## src/rtl/evt_tmr_pkg.sv

```systemverilog
// Shared definitions for the event timer channel: configuration bit
// positions, the writable mask and the reset image of the config word.
package evt_tmr_pkg;
    localparam int CFG_W     = 8;
    localparam int CB_EN     = 0;   // channel enable
    localparam int CB_PER    = 1;   // periodic mode
    localparam int CB_NAR    = 2;   // narrow (half-width) mode
    localparam int CB_SET    = 3;   // direct-set of comparator in periodic mode
    localparam int CB_CAPP   = 4;   // periodic capable, read-only 1
    localparam int CB_CAPW   = 5;   // full-width capable, read-only 1
    localparam logic [CFG_W-1:0] CFG_WMASK = 8'h0F;
    localparam logic [CFG_W-1:0] CFG_RST   = 8'h30;
endpackage

```

## src/rtl/evt_cfg_reg.sv

```systemverilog
// Channel configuration register.
// Holds the writable mode bits, forces the capability bits and self-clears the
// direct-set bit after a comparator write. Assumes a config write and a
// comparator write never arrive in the same cycle; the config write wins.
module evt_cfg_reg
    import evt_tmr_pkg::*;
(
    input  logic             clk,
    input  logic             rst_n,
    input  logic             wr_i,
    input  logic [CFG_W-1:0] wdata_i,
    input  logic             setval_clr_i,
    output logic [CFG_W-1:0] cfg_o
);
    logic [CFG_W-1:0] cfg_q;

    // Config storage: masked write, otherwise clear direct-set on request.
    always_ff @(posedge clk) begin
        if (!rst_n) begin
            cfg_q <= CFG_RST;
        end else if (wr_i) begin
            cfg_q <= (wdata_i & CFG_WMASK) | (CFG_RST & ~CFG_WMASK);
        end else if (setval_clr_i) begin
            cfg_q[CB_SET] <= 1'b0;
        end
    end

    assign cfg_o = cfg_q;
endmodule

```

## src/rtl/evt_cmp_reg.sv

```systemverilog
// Comparator and period storage.
// Routes comparator-half writes to the comparator or the period according to
// the mode, masks the period top bit, truncates on entering narrow mode and
// applies periodic reloads requested by the scheduler. Writes win over reloads.
module evt_cmp_reg #(
    parameter int CNT_W = 64
) (
    input  logic               clk,
    input  logic               rst_n,
    input  logic               lo_wr_i,
    input  logic               hi_wr_i,
    input  logic [CNT_W/2-1:0] wdata_i,
    input  logic               periodic_i,
    input  logic               narrow_i,
    input  logic               setval_i,
    input  logic               narrow_set_i,
    input  logic               reload_i,
    output logic [CNT_W-1:0]   cmp_o,
    output logic [CNT_W-1:0]   period_o
);
    localparam int H = CNT_W / 2;

    logic [CNT_W-1:0] cmp_q;
    logic [CNT_W-1:0] per_q;
    logic             to_cmp;
    logic [H-1:0]     wd_nomsb;
    logic [H-1:0]     sum_n;
    logic [CNT_W-1:0] sum_w;

    // Decide whether a write targets the comparator and precompute sums.
    always_comb begin
        to_cmp   = !periodic_i || setval_i;
        wd_nomsb = {1'b0, wdata_i[H-2:0]};
        sum_n    = cmp_q[H-1:0] + per_q[H-1:0];
        sum_w    = cmp_q + per_q;
    end

    // Comparator and period update.
    always_ff @(posedge clk) begin
        if (!rst_n) begin
            cmp_q <= '1;
            per_q <= '0;
        end else if (narrow_set_i) begin
            cmp_q <= {{H{1'b0}}, cmp_q[H-1:0]};
            per_q <= {{H{1'b0}}, per_q[H-1:0]};
        end else if (lo_wr_i) begin
            if (to_cmp) begin
                cmp_q[H-1:0] <= wdata_i;
            end
            if (periodic_i) begin
                per_q[H-1:0] <= narrow_i ? wd_nomsb : wdata_i;
            end
        end else if (hi_wr_i) begin
            if (!narrow_i) begin
                if (to_cmp) begin
                    cmp_q[CNT_W-1:H] <= wdata_i;
                end else begin
                    per_q[CNT_W-1:H] <= wd_nomsb;
                end
            end
        end else if (reload_i) begin
            cmp_q <= narrow_i ? {{H{1'b0}}, sum_n} : sum_w;
        end
    end

    assign cmp_o    = cmp_q;
    assign period_o = per_q;


    per_msb_chk: assert property (@(posedge clk) disable iff (!rst_n)
        (lo_wr_i && periodic_i && narrow_i && !narrow_set_i) |=> !per_q[H-1]);


    per_msb_wide_chk: assert property (@(posedge clk) disable iff (!rst_n)
        (hi_wr_i && periodic_i && !setval_i && !narrow_i && !narrow_set_i && !lo_wr_i)
        |=> !per_q[CNT_W-1]);


    narrow_hi_zero_chk: assert property (@(posedge clk) disable iff (!rst_n)
        narrow_i |-> (cmp_q[CNT_W-1:H] == '0) && (per_q[CNT_W-1:H] == '0));
endmodule

```

## src/rtl/evt_sched.sv

```systemverilog
// Arming and event scheduler.
// Compares the counter with the comparator in full or narrow width using a
// signed difference, produces the fire pulse, asks for periodic reloads and
// catches up after missed periods one add per cycle. Assumes the counter
// advances by less than the period per cycle during catch-up.
module evt_sched #(
    parameter int CNT_W = 64
) (
    input  logic             clk,
    input  logic             rst_n,
    input  logic [CNT_W-1:0] count_i,
    input  logic [CNT_W-1:0] cmp_i,
    input  logic [CNT_W-1:0] period_i,
    input  logic             periodic_i,
    input  logic             narrow_i,
    input  logic             glb_en_i,
    input  logic             arm_req_i,
    input  logic             disarm_req_i,
    output logic             fire_o,
    output logic             reload_o
);
    localparam int H = CNT_W / 2;

    logic             armed_q, arm_pend_q, catch_q, wrap_q, fire_q;
    logic [CNT_W-1:0] diff_w;
    logic [H-1:0]     diff_n, dist_n, wrap_left;
    logic             due_w, due_n, due, at_wrap, hit, per_live, live, wrap_sel;

    // Distance to target in both widths and the derived event conditions.
    always_comb begin
        diff_w    = cmp_i - count_i;
        diff_n    = cmp_i[H-1:0] - count_i[H-1:0];
        due_w     = diff_w[CNT_W-1] || (diff_w == '0);
        due_n     = diff_n[H-1] || (diff_n == '0);
        due       = narrow_i ? due_n : due_w;
        at_wrap   = &count_i[H-1:0];
        live      = glb_en_i && !disarm_req_i && !arm_req_i;
        hit       = armed_q && !catch_q && (wrap_q ? at_wrap : due);
        per_live  = periodic_i && (narrow_i ? (|period_i[H-1:0]) : (|period_i));
        dist_n    = due_n ? {{(H-1){1'b0}}, 1'b1} : diff_n;
        wrap_left = ~count_i[H-1:0];
        wrap_sel  = narrow_i && !periodic_i && (wrap_left < dist_n);
        reload_o  = live && ((hit && !wrap_q && per_live) || (catch_q && due));
    end

    // Channel state: disarm, deferred arm, fire and catch-up sequencing.
    always_ff @(posedge clk) begin
        if (!rst_n) begin
            armed_q    <= 1'b0;
            arm_pend_q <= 1'b0;
            catch_q    <= 1'b0;
            wrap_q     <= 1'b0;
            fire_q     <= 1'b0;
        end else if (!glb_en_i || disarm_req_i) begin
            armed_q    <= 1'b0;
            arm_pend_q <= 1'b0;
            catch_q    <= 1'b0;
            wrap_q     <= 1'b0;
            fire_q     <= 1'b0;
        end else if (arm_req_i) begin
            armed_q    <= 1'b0;
            arm_pend_q <= 1'b1;
            catch_q    <= 1'b0;
            wrap_q     <= 1'b0;
            fire_q     <= 1'b0;
        end else if (arm_pend_q) begin
            arm_pend_q <= 1'b0;
            armed_q    <= 1'b1;
            wrap_q     <= wrap_sel;
            fire_q     <= 1'b0;
        end else begin
            fire_q <= hit;
            if (hit) begin
                if (wrap_q) begin
                    wrap_q <= 1'b0;
                end else if (per_live) begin
                    catch_q <= 1'b1;
                end else begin
                    armed_q <= 1'b0;
                end
            end else if (catch_q && !due) begin
                catch_q <= 1'b0;
            end
        end
    end

    assign fire_o = fire_q;


    arm_gap_chk: assert property (@(posedge clk) disable iff (!rst_n)
        arm_req_i |=> !fire_o);
endmodule

```

## src/rtl/evt_tmr_chan.sv

```systemverilog
// Event timer channel top.
// Decodes write strobes into arm and disarm requests, tracks the global enable
// edge and ties together the config register, comparator storage and
// scheduler. Assumes at most one of the three write strobes per cycle.
module evt_tmr_chan
    import evt_tmr_pkg::*;
#(
    parameter int CNT_W = 64
) (
    input  logic               clk,
    input  logic               rst_n,
    input  logic [CNT_W-1:0]   count_i,
    input  logic               glb_en_i,
    input  logic               cfg_wr_i,
    input  logic [CFG_W-1:0]   cfg_wdata_i,
    input  logic               cmp_lo_wr_i,
    input  logic               cmp_hi_wr_i,
    input  logic [CNT_W/2-1:0] cmp_wdata_i,
    output logic               fire_o,
    output logic [CNT_W-1:0]   cmp_o,
    output logic [CFG_W-1:0]   cfg_o
);
    logic [CFG_W-1:0] cfg;
    logic [CNT_W-1:0] cmp, period;
    logic             glb_q, glb_rise, cmp_wr, arm_req, disarm_req;
    logic             narrow_set, reload;

    // Global enable history for the rising-edge arm case.
    always_ff @(posedge clk) begin
        if (!rst_n) begin
            glb_q <= 1'b0;
        end else begin
            glb_q <= glb_en_i;
        end
    end

    // Arm/disarm decode from the write strobes and the global enable edge.
    always_comb begin
        glb_rise   = glb_en_i && !glb_q;
        cmp_wr     = cmp_lo_wr_i || cmp_hi_wr_i;
        narrow_set = cfg_wr_i && cfg_wdata_i[CB_NAR];
        disarm_req = cfg_wr_i && !cfg_wdata_i[CB_EN];
        arm_req    = glb_en_i && (
                       (cfg_wr_i && cfg_wdata_i[CB_EN] && !cfg[CB_EN]) ||
                       (!cfg_wr_i && cmp_wr && cfg[CB_EN]) ||
                       (!cfg_wr_i && glb_rise && cfg[CB_EN] && (cmp != '1)));
    end

    evt_cfg_reg u_cfg (
        .clk          (clk),
        .rst_n        (rst_n),
        .wr_i         (cfg_wr_i),
        .wdata_i      (cfg_wdata_i),
        .setval_clr_i (cmp_wr),
        .cfg_o        (cfg)
    );

    evt_cmp_reg #(.CNT_W(CNT_W)) u_cmp (
        .clk          (clk),
        .rst_n        (rst_n),
        .lo_wr_i      (cmp_lo_wr_i),
        .hi_wr_i      (cmp_hi_wr_i),
        .wdata_i      (cmp_wdata_i),
        .periodic_i   (cfg[CB_PER]),
        .narrow_i     (cfg[CB_NAR]),
        .setval_i     (cfg[CB_SET]),
        .narrow_set_i (narrow_set),
        .reload_i     (reload),
        .cmp_o        (cmp),
        .period_o     (period)
    );

    evt_sched #(.CNT_W(CNT_W)) u_sched (
        .clk          (clk),
        .rst_n        (rst_n),
        .count_i      (count_i),
        .cmp_i        (cmp),
        .period_i     (period),
        .periodic_i   (cfg[CB_PER]),
        .narrow_i     (cfg[CB_NAR]),
        .glb_en_i     (glb_en_i),
        .arm_req_i    (arm_req),
        .disarm_req_i (disarm_req),
        .fire_o       (fire_o),
        .reload_o     (reload)
    );

    assign cmp_o = cmp;
    assign cfg_o = cfg;


    disarm_wr_chk: assert property (@(posedge clk) disable iff (!rst_n)
        (cfg_wr_i && !cfg_wdata_i[CB_EN]) |=> !fire_o);


    glb_off_chk: assert property (@(posedge clk) disable iff (!rst_n)
        !glb_en_i |=> !fire_o);


    setval_clr_chk: assert property (@(posedge clk) disable iff (!rst_n)
        (cmp_wr && !cfg_wr_i) |=> !cfg_o[CB_SET]);
endmodule

```

## config.mk

```make
export PLATFORM = sky130hd
export DESIGN_NAME = evt_tmr_chan
export DESIGN_NICKNAME = d
export VERILOG_FILES = /design/src/rtl/evt_tmr_pkg.sv /design/src/rtl/evt_cfg_reg.sv /design/src/rtl/evt_cmp_reg.sv /design/src/rtl/evt_sched.sv /design/src/rtl/evt_tmr_chan.sv
export SDC_FILE = /design/constraint.sdc
export NUM_CORES = 1
export LEC_CHECK = 0
export ABC_CLOCK_PERIOD_IN_PS = 8300
export BUFFER_PORTS_ARGS = -buffer_cell sky130_fd_sc_hd__buf_2
export CAP_MARGIN = 20
export CORE_MARGIN = 2
export CORE_UTILIZATION = 40
export DETAILED_ROUTE_END_ITERATION = 10
export PLACE_DENSITY = 0.6
export SLEW_MARGIN = 20
export SYNTH_ARGS = -nofsm -noshare
export SYNTH_HDL_FRONTEND = slang
export SYNTH_SLANG_ARGS = --single-unit
```

## constraint.sdc

```tcl
create_clock -name clk -period 8.3 [get_ports clk]
set_clock_uncertainty 0.05 [all_clocks]
set_input_delay 1.66 -clock clk [delete_from_list [all_inputs] [get_ports clk]]
set_output_delay 1.66 -clock clk [all_outputs]
set_load 0.1 [all_outputs]
```

== Word level (Yosys, flattened, before mapping) ==
Cells that the tools add are included.

* Bits of input ports: 110
* Register bits: 137
* Output and inout port bits: 73
* Logic and storage cells: 123

* Muxes and demuxes: 27
* Order comparisons: 1
* Bitwise gates (word level): 7
* Add/sub/neg operators: 4
* Equal/unequal tests: 10
* Reduce and logical (&&, ||, !) cells: 62

{| class="wikitable"
|+ Operators by type and width
! cell !! count
|-
| 32-bit two-way mux || 8
|-
| 64-bit two-way mux || 3
|-
| 64-bit by 63-bit adder with 64-bit output || 1
|-
| 64-bit logical NOT || 1
|-
| 64-bit != test, second input constant || 1
|-
| 64-bit subtractor || 1
|-
| 63-bit OR reduction || 1
|-
| 32-bit adder || 1
|-
| 32-bit logical NOT || 1
|-
| 32-bit < comparator || 1
|-
| 32-bit inverter || 1
|-
| 32-bit AND reduction || 1
|-
| 32-bit OR reduction || 1
|-
| 32-bit subtractor || 1
|-
| 1-bit logical AND || 23
|-
| 1-bit two-way mux || 16
|-
| 4-bit AND reduction || 4
|-
| 1-bit logical NOT || 11
|-
| 1-bit logical OR || 8
|-
| 2-bit by 1-bit != test with 1-bit output, second input constant || 4
|-
| 2-bit nonzero test || 4
|-
| 2-bit != test, second input constant || 3
|-
| 1-bit inverter || 6
|-
| 3-bit AND reduction || 2
|-
| other kinds (6) || 7
|}

== Logic depth before layout (Yosys ltp) ==
* Depth in word-level cells: 14
* Mapped depth: 27
* Depth with buffers taken out: 26

== Modules after synthesis ==
A second synthesis with hierarchy kept.

* Cell total of the unflattened synthesis: 2250
* Area, all modules: 15955.3 um2

{| class="wikitable"
|+ By module, submodules not included
! module !! cells an instance !! area each (um2) !! times used
|-
| evt_cmp_reg || 1189 || 8939.8 || 1
|-
| evt_sched || 1011 || 6601.3 || 1
|-
| evt_tmr_chan || 31 || 217.7 || 1
|-
| evt_cfg_reg || 19 || 196.4 || 1
|}

== Least setup slack after synthesis ==
No wires, ideal clock.

* Kind: input to register
* Start point: input port count_i[0]
* End point: register u_sched.wrap_q
* Path buffers: 1
* Path slack: 2.060 ns
* Library setup time: 0.058 ns
* Stages on the path: 26
* Arrival: 6.132 ns
* Cell sequence: ha_1 fa_1 nand2b_1 a21oi_1 o211ai_1 a31oi_1 a21oi_1 xnor2_1 a21oi_1 nand4_1 and2_1 clkbuf_1 or3b_2 ha_1 a21o_1 a21o_1 a21o_1 a21o_1 a21oi_1 nor2b_1 o21ai_0 nand2_1 a21oi_1 o31ai_1 a21oi_1 o21a_1

* Word-level cells in the longest chain between the ends: 7
* Elaborated cells on any way between the ends: 16
* Those cells by class: 2 x add/sub; 1 x order compare; 4 x mux; 1 x bitwise; 8 x reduce/logical

{| class="wikitable"
|+ RTL lines
! what !! RTL line !! text
|-
| start, declared || evt_tmr_chan.sv:12 || <nowiki>input logic [CNT_W-1:0] count_i,</nowiki>
|-
| 32-bit subtractor or 64-bit subtractor (tied branches) || evt_sched.sv:32, evt_sched.sv:31 ||
|-
| 32-bit logical NOT or 64-bit logical NOT (tied branches) || evt_sched.sv:34, evt_sched.sv:33 ||
|-
| 1-bit logical OR (on tied branches) || evt_sched.sv:34, evt_sched.sv:33 ||
|-
| 32-bit two-way mux or 1-bit two-way mux (tied branches) || evt_sched.sv:40, evt_sched.sv:35 ||
|-
| 32-bit < comparator or 1-bit two-way mux (tied branches) || evt_sched.sv:42, evt_sched.sv:38 ||
|-
| 1-bit logical AND (on tied branches) || evt_sched.sv:42, evt_sched.sv:38 ||
|-
| 1-bit two-way mux or 2-bit nonzero test (tied branches) || n/a ||
|-
| end signal, assigned || evt_sched.sv:69 || <nowiki>wrap_q <= wrap_sel;</nowiki>
|-
| end, declared || evt_sched.sv:24 || <nowiki>logic armed_q, arm_pend_q, catch_q, wrap_q, fire_q;</nowiki>
|}

Parallel ways exist; a longest one is shown, timed or not.
A chain may end at the register's enable or synchronous reset.

== Final worst setup path ==
Ends and elaborated chain as after synthesis.

==> implementation parameters <==
Parameter                              Value

Timing
  Maximum clock frequency ... 144.7 MHz
  Rel. slew slack ... 0.4232
  Final Worst Setup Slack ... 1388 ps
  Worst slack on hold paths ... between 400 and 500 ps
  Setup repair after global routing missed its margin ... false
  Actual slew at the worst max-slew pin ... 865.3 ps
  Fin. Hold Viols ... 0
  Share of the clock period used by the worst path ... 0.8328
  Pins Over Slew Limit ... 0
  Sum of negative setup slack ... 0 ps
  Setup-violating endpoint count in the final report ... 0
  Time the worst path needs with I/O delays and setup ... 6912 ps

Clock tree
  Post-CTS Resized ... 0
  CTS Root Cell ... sky130_fd_sc_hd__clkbuf_16
  TritonCTS sink count ... about 140
  Buffers from clock root to sink, at most ... 2
  Depth of the CTS H-tree ... 4
  Post-CTS setup buffers ... 0
  Number of clock buffers inserted by TritonCTS ... 17
  Clock latency reported for the late side of the worst-skew pair ... 440 ps
  TritonCTS clock tree ... done
  Quantity of hold-fixing buffers added after cts ... 0
  Register clock-pin slew on the reported worst setup and hold paths ... ~70 ps

Yosys
  Synth Cell Area ... 0.01570 mm²
  Count of warnings emitted by yosys ... 0
  Count of mapped cells out of synthesis ... approximately 2200
  Asr flop ratio synth ... 0
  Number of unique standard cell types used by synthesis ... 90
  Sequential fraction of the synthesis area ... 0.1747
  Prevailing post-synth register cell ... sky130_fd_sc_hd__dfxtp_1
  Number of enable flip-flop cells after synthesis ... 0
  Avg Inst Size Synth ... 7.177 µm²
  Synthesis-stage register bit count ... 137

Global routing
  Antenna violations before repair ... 0
  All-Layer GR Usage ... 0.3022
  Total overflow reported by the global router ... 0
  Vias in the first global route ... ~17000
  Global-route wire length before repair ... 96240 µm
  Maximum number of pins on one net before global-route repair ... 82

Run
  Max Cap Viol ... 0

Detailed routing
  Count of nets left with antenna violations after detail routing ... 0
  DRT Pass-1 Iters ... 6
  Total via count after detailed routing ... roughly 17000
  Average routed wire per standard cell ... about 23 µm
  Total wire length ... 63620 µm
  Number of design rule violations left after detail routing ... 0
  Number of vias per cell ... 6.219
  Initial drt markers ... 1470

Layout
  Cell Count, Final, Fillers Out ... 2811
  Final core occ ... 0.4497
  Summed area of non-filler cells in the final layout ... 0.01742 mm²
  Proportion of layout cells with a drive suffix above 1 ... 0.1230
  Ant diodes ... 0
  Nets ... between 2000 and 3000
  Layout overhead on the synthesized area ... 10.94%

Placed design
  Routability congestion estimate ... 0.9925
  Pre-CTS setup slack ... 1016 ps
  Number of port buffers ... roughly 170
  Placed Cells incl. Taps ... about 2800
  Instance area after placement ... about 0.017 mm²
  Half-perimeter wire length after placement ... 51060 µm

Worst setup path
  Data arrival, critical path ... 7250 ps
  Endpoint kind of the worst setup timing path ... register
  Critical Path Source Type ... primary input
  Critical path required time ... 8640 ps
  CP Max Fanout ... 6
  Type of the worst setup path ... primary input to register

Die
  Core Rows ... 72
  Total Die Area ... 0.04086 mm²
  Die Ht ... slightly above 200 µm
  IO Pins ... 183
  Starting density of the core ... 0.4054
  Die Span X ... 202.1 µm
  Core area ... 0.03874 mm²

Hold path
  Worst min path class ... register to register

Power
  Standby leakage power ... 7.429 nW
  Max rail drop VDD ... 0.1636 mV
  PwrDens ... between 150 and 200 mW/mm²
  Post-layout total power ... 3.220 mW

Status
  Run status ... finished, final reports clean
[routing by layer]
layer | GRT usage | share of wire
met1 | 0.4062 | 0.44
met2 | 0.4920 | 0.45
met3 | 0.02628 | 0.062
met4 | 0.1374 | 0.045
met5 | 0 | 0
[critical path, stage by stage]
cell and delay [ps]:
sky130_fd_sc_hd__buf_2 120, sky130_fd_sc_hd__ha_1 220, sky130_fd_sc_hd__fa_1 390, sky130_fd_sc_hd__nand2b_1 200, sky130_fd_sc_hd__a21oi_1 350, sky130_fd_sc_hd__o211ai_1 220
sky130_fd_sc_hd__a31oi_1 590, sky130_fd_sc_hd__a21oi_1 290, sky130_fd_sc_hd__xnor2_1 290, sky130_fd_sc_hd__a21oi_1 70, sky130_fd_sc_hd__nand4_1 150, sky130_fd_sc_hd__and2_1 240
sky130_fd_sc_hd__or3b_2 490, sky130_fd_sc_hd__ha_1 200, sky130_fd_sc_hd__a21o_1 150, sky130_fd_sc_hd__a21o_1 170, sky130_fd_sc_hd__a21o_1 170, sky130_fd_sc_hd__a21o_1 180
sky130_fd_sc_hd__a21oi_1 150, sky130_fd_sc_hd__nor2b_1 60, sky130_fd_sc_hd__o21ai_0 140, sky130_fd_sc_hd__nand2_1 70, sky130_fd_sc_hd__a21oi_1 210, sky130_fd_sc_hd__o31ai_1 180
sky130_fd_sc_hd__a21oi_1 170, sky130_fd_sc_hd__o21a_1 130
[cell usage after synthesis (all sizes together), types with 30 or more instances]
library cell | n | area share
nand2b | 64 | 0.025
buf | 38 | 0.016
a21oi | 248 | 0.079
clkbuf | 81 | 0.019
o21ai | 118 | 0.038
nor2 | 124 | 0.030
nand3 | 41 | 0.013
mux2 | 35 | 0.025
o21a | 30 | 0.014
o211ai | 71 | 0.034
dfxtp | 137 | 0.17
nand4 | 81 | 0.033
nor3 | 34 | 0.011
nor4 | 32 | 0.014
nand2 | 305 | 0.073
a21o | 75 | 0.036
inv | 106 | 0.025
ha | 157 | 0.13
xnor2 | 50 | 0.028
[power breakdown]
group / switching, mW / internal, mW
clock: 0.326 / 0.475
sequential: 0.0970 / 0.696
combinational: 1.09 / 0.535
total: 1.52 / 1.70
[kinds of logic after synthesis]
group,Yosys count,synth area share
AOI/OAI and AO/OA,745,0.3079
xor gates and xnor gates,73,0.04072
adders and majority gates,159,0.1276
buffers and inverters,225,0.06040
DFF,137,0.1747
muxes,62,0.04231
other,2,0.0004783
and+or+nand+nor,785,0.2459
[area by class of cell]
cell class,instances,area (µm²)
clock buffers,18,429.2
clock inverters,14,172.7
fillers,4123,21320
inverters,106,397.9
multi-input cells,1829,12050
flip-flops and latches,137,2743
well taps,518,648.1
repair buffers,189,983.4
[sequential cells by signal, summed over array words and instances, names as in the netlist]
name / count
glb_q: 1
u_sched.arm_pend_q: 1
u_cmp.period_o: 63
u_cmp.cmp_o: 64
u_sched.wrap_q: 1
u_sched.catch_q: 1
u_sched.armed_q: 1
u_cfg.cfg_o: 4
u_sched.fire_o: 1
[path summary, 6_finish.rpt]
| path | depth (start not counted) | endpoint | slack, ps | startpoint |
|---|---|---|---|---|
| setup / recovery | 26 | u_sched.wrap_q | 1390 | count_i[0] |
| hold / removal | 2 | u_cmp.period_o[5] | 430 | u_cmp.period_o[5] |
| setup reg to reg | 26 | u_sched.wrap_q | 2160 | u_cmp.cmp_o[0] |
| hold reg to reg | 2 | u_cmp.period_o[5] | 430 | u_cmp.period_o[5] |
[cells in the final DEF (no fill, tap or decap), types with 10 or more instances in the layout]
| master | count |
|---|---|
| sky130_fd_sc_hd__nand2_1 | 302 |
| sky130_fd_sc_hd__clkbuf_16 | 17 |
| sky130_fd_sc_hd__a21oi_1 | 247 |
| sky130_fd_sc_hd__xnor2_1 | 50 |
| sky130_fd_sc_hd__o21bai_1 | 22 |
| sky130_fd_sc_hd__a21o_1 | 75 |
| sky130_fd_sc_hd__buf_4 | 15 |
| sky130_fd_sc_hd__nand2b_1 | 64 |
| sky130_fd_sc_hd__o21ai_1 | 10 |
| sky130_fd_sc_hd__a31oi_1 | 16 |
| sky130_fd_sc_hd__mux2_2 | 31 |
| sky130_fd_sc_hd__nand4_1 | 80 |
| sky130_fd_sc_hd__o21a_1 | 30 |
| sky130_fd_sc_hd__ha_1 | 157 |
| sky130_fd_sc_hd__and2_1 | 11 |
| sky130_fd_sc_hd__o211ai_1 | 70 |
| sky130_fd_sc_hd__nand3_1 | 41 |
| sky130_fd_sc_hd__nor2b_1 | 19 |
| sky130_fd_sc_hd__nor2_1 | 123 |
| sky130_fd_sc_hd__dfxtp_1 | 137 |
| sky130_fd_sc_hd__mux2i_1 | 27 |
| sky130_fd_sc_hd__nor4_1 | 31 |
| sky130_fd_sc_hd__inv_1 | 105 |
| sky130_fd_sc_hd__nor3_1 | 31 |
| sky130_fd_sc_hd__o21ai_0 | 107 |
| sky130_fd_sc_hd__a211oi_1 | 20 |
| sky130_fd_sc_hd__a221oi_1 | 27 |
| sky130_fd_sc_hd__and3_1 | 15 |
| sky130_fd_sc_hd__xor2_1 | 23 |
| sky130_fd_sc_hd__or3_1 | 19 |
| sky130_fd_sc_hd__buf_2 | 174 |
| sky130_fd_sc_hd__a22oi_1 | 20 |
(Power assumes the default switching activity.)
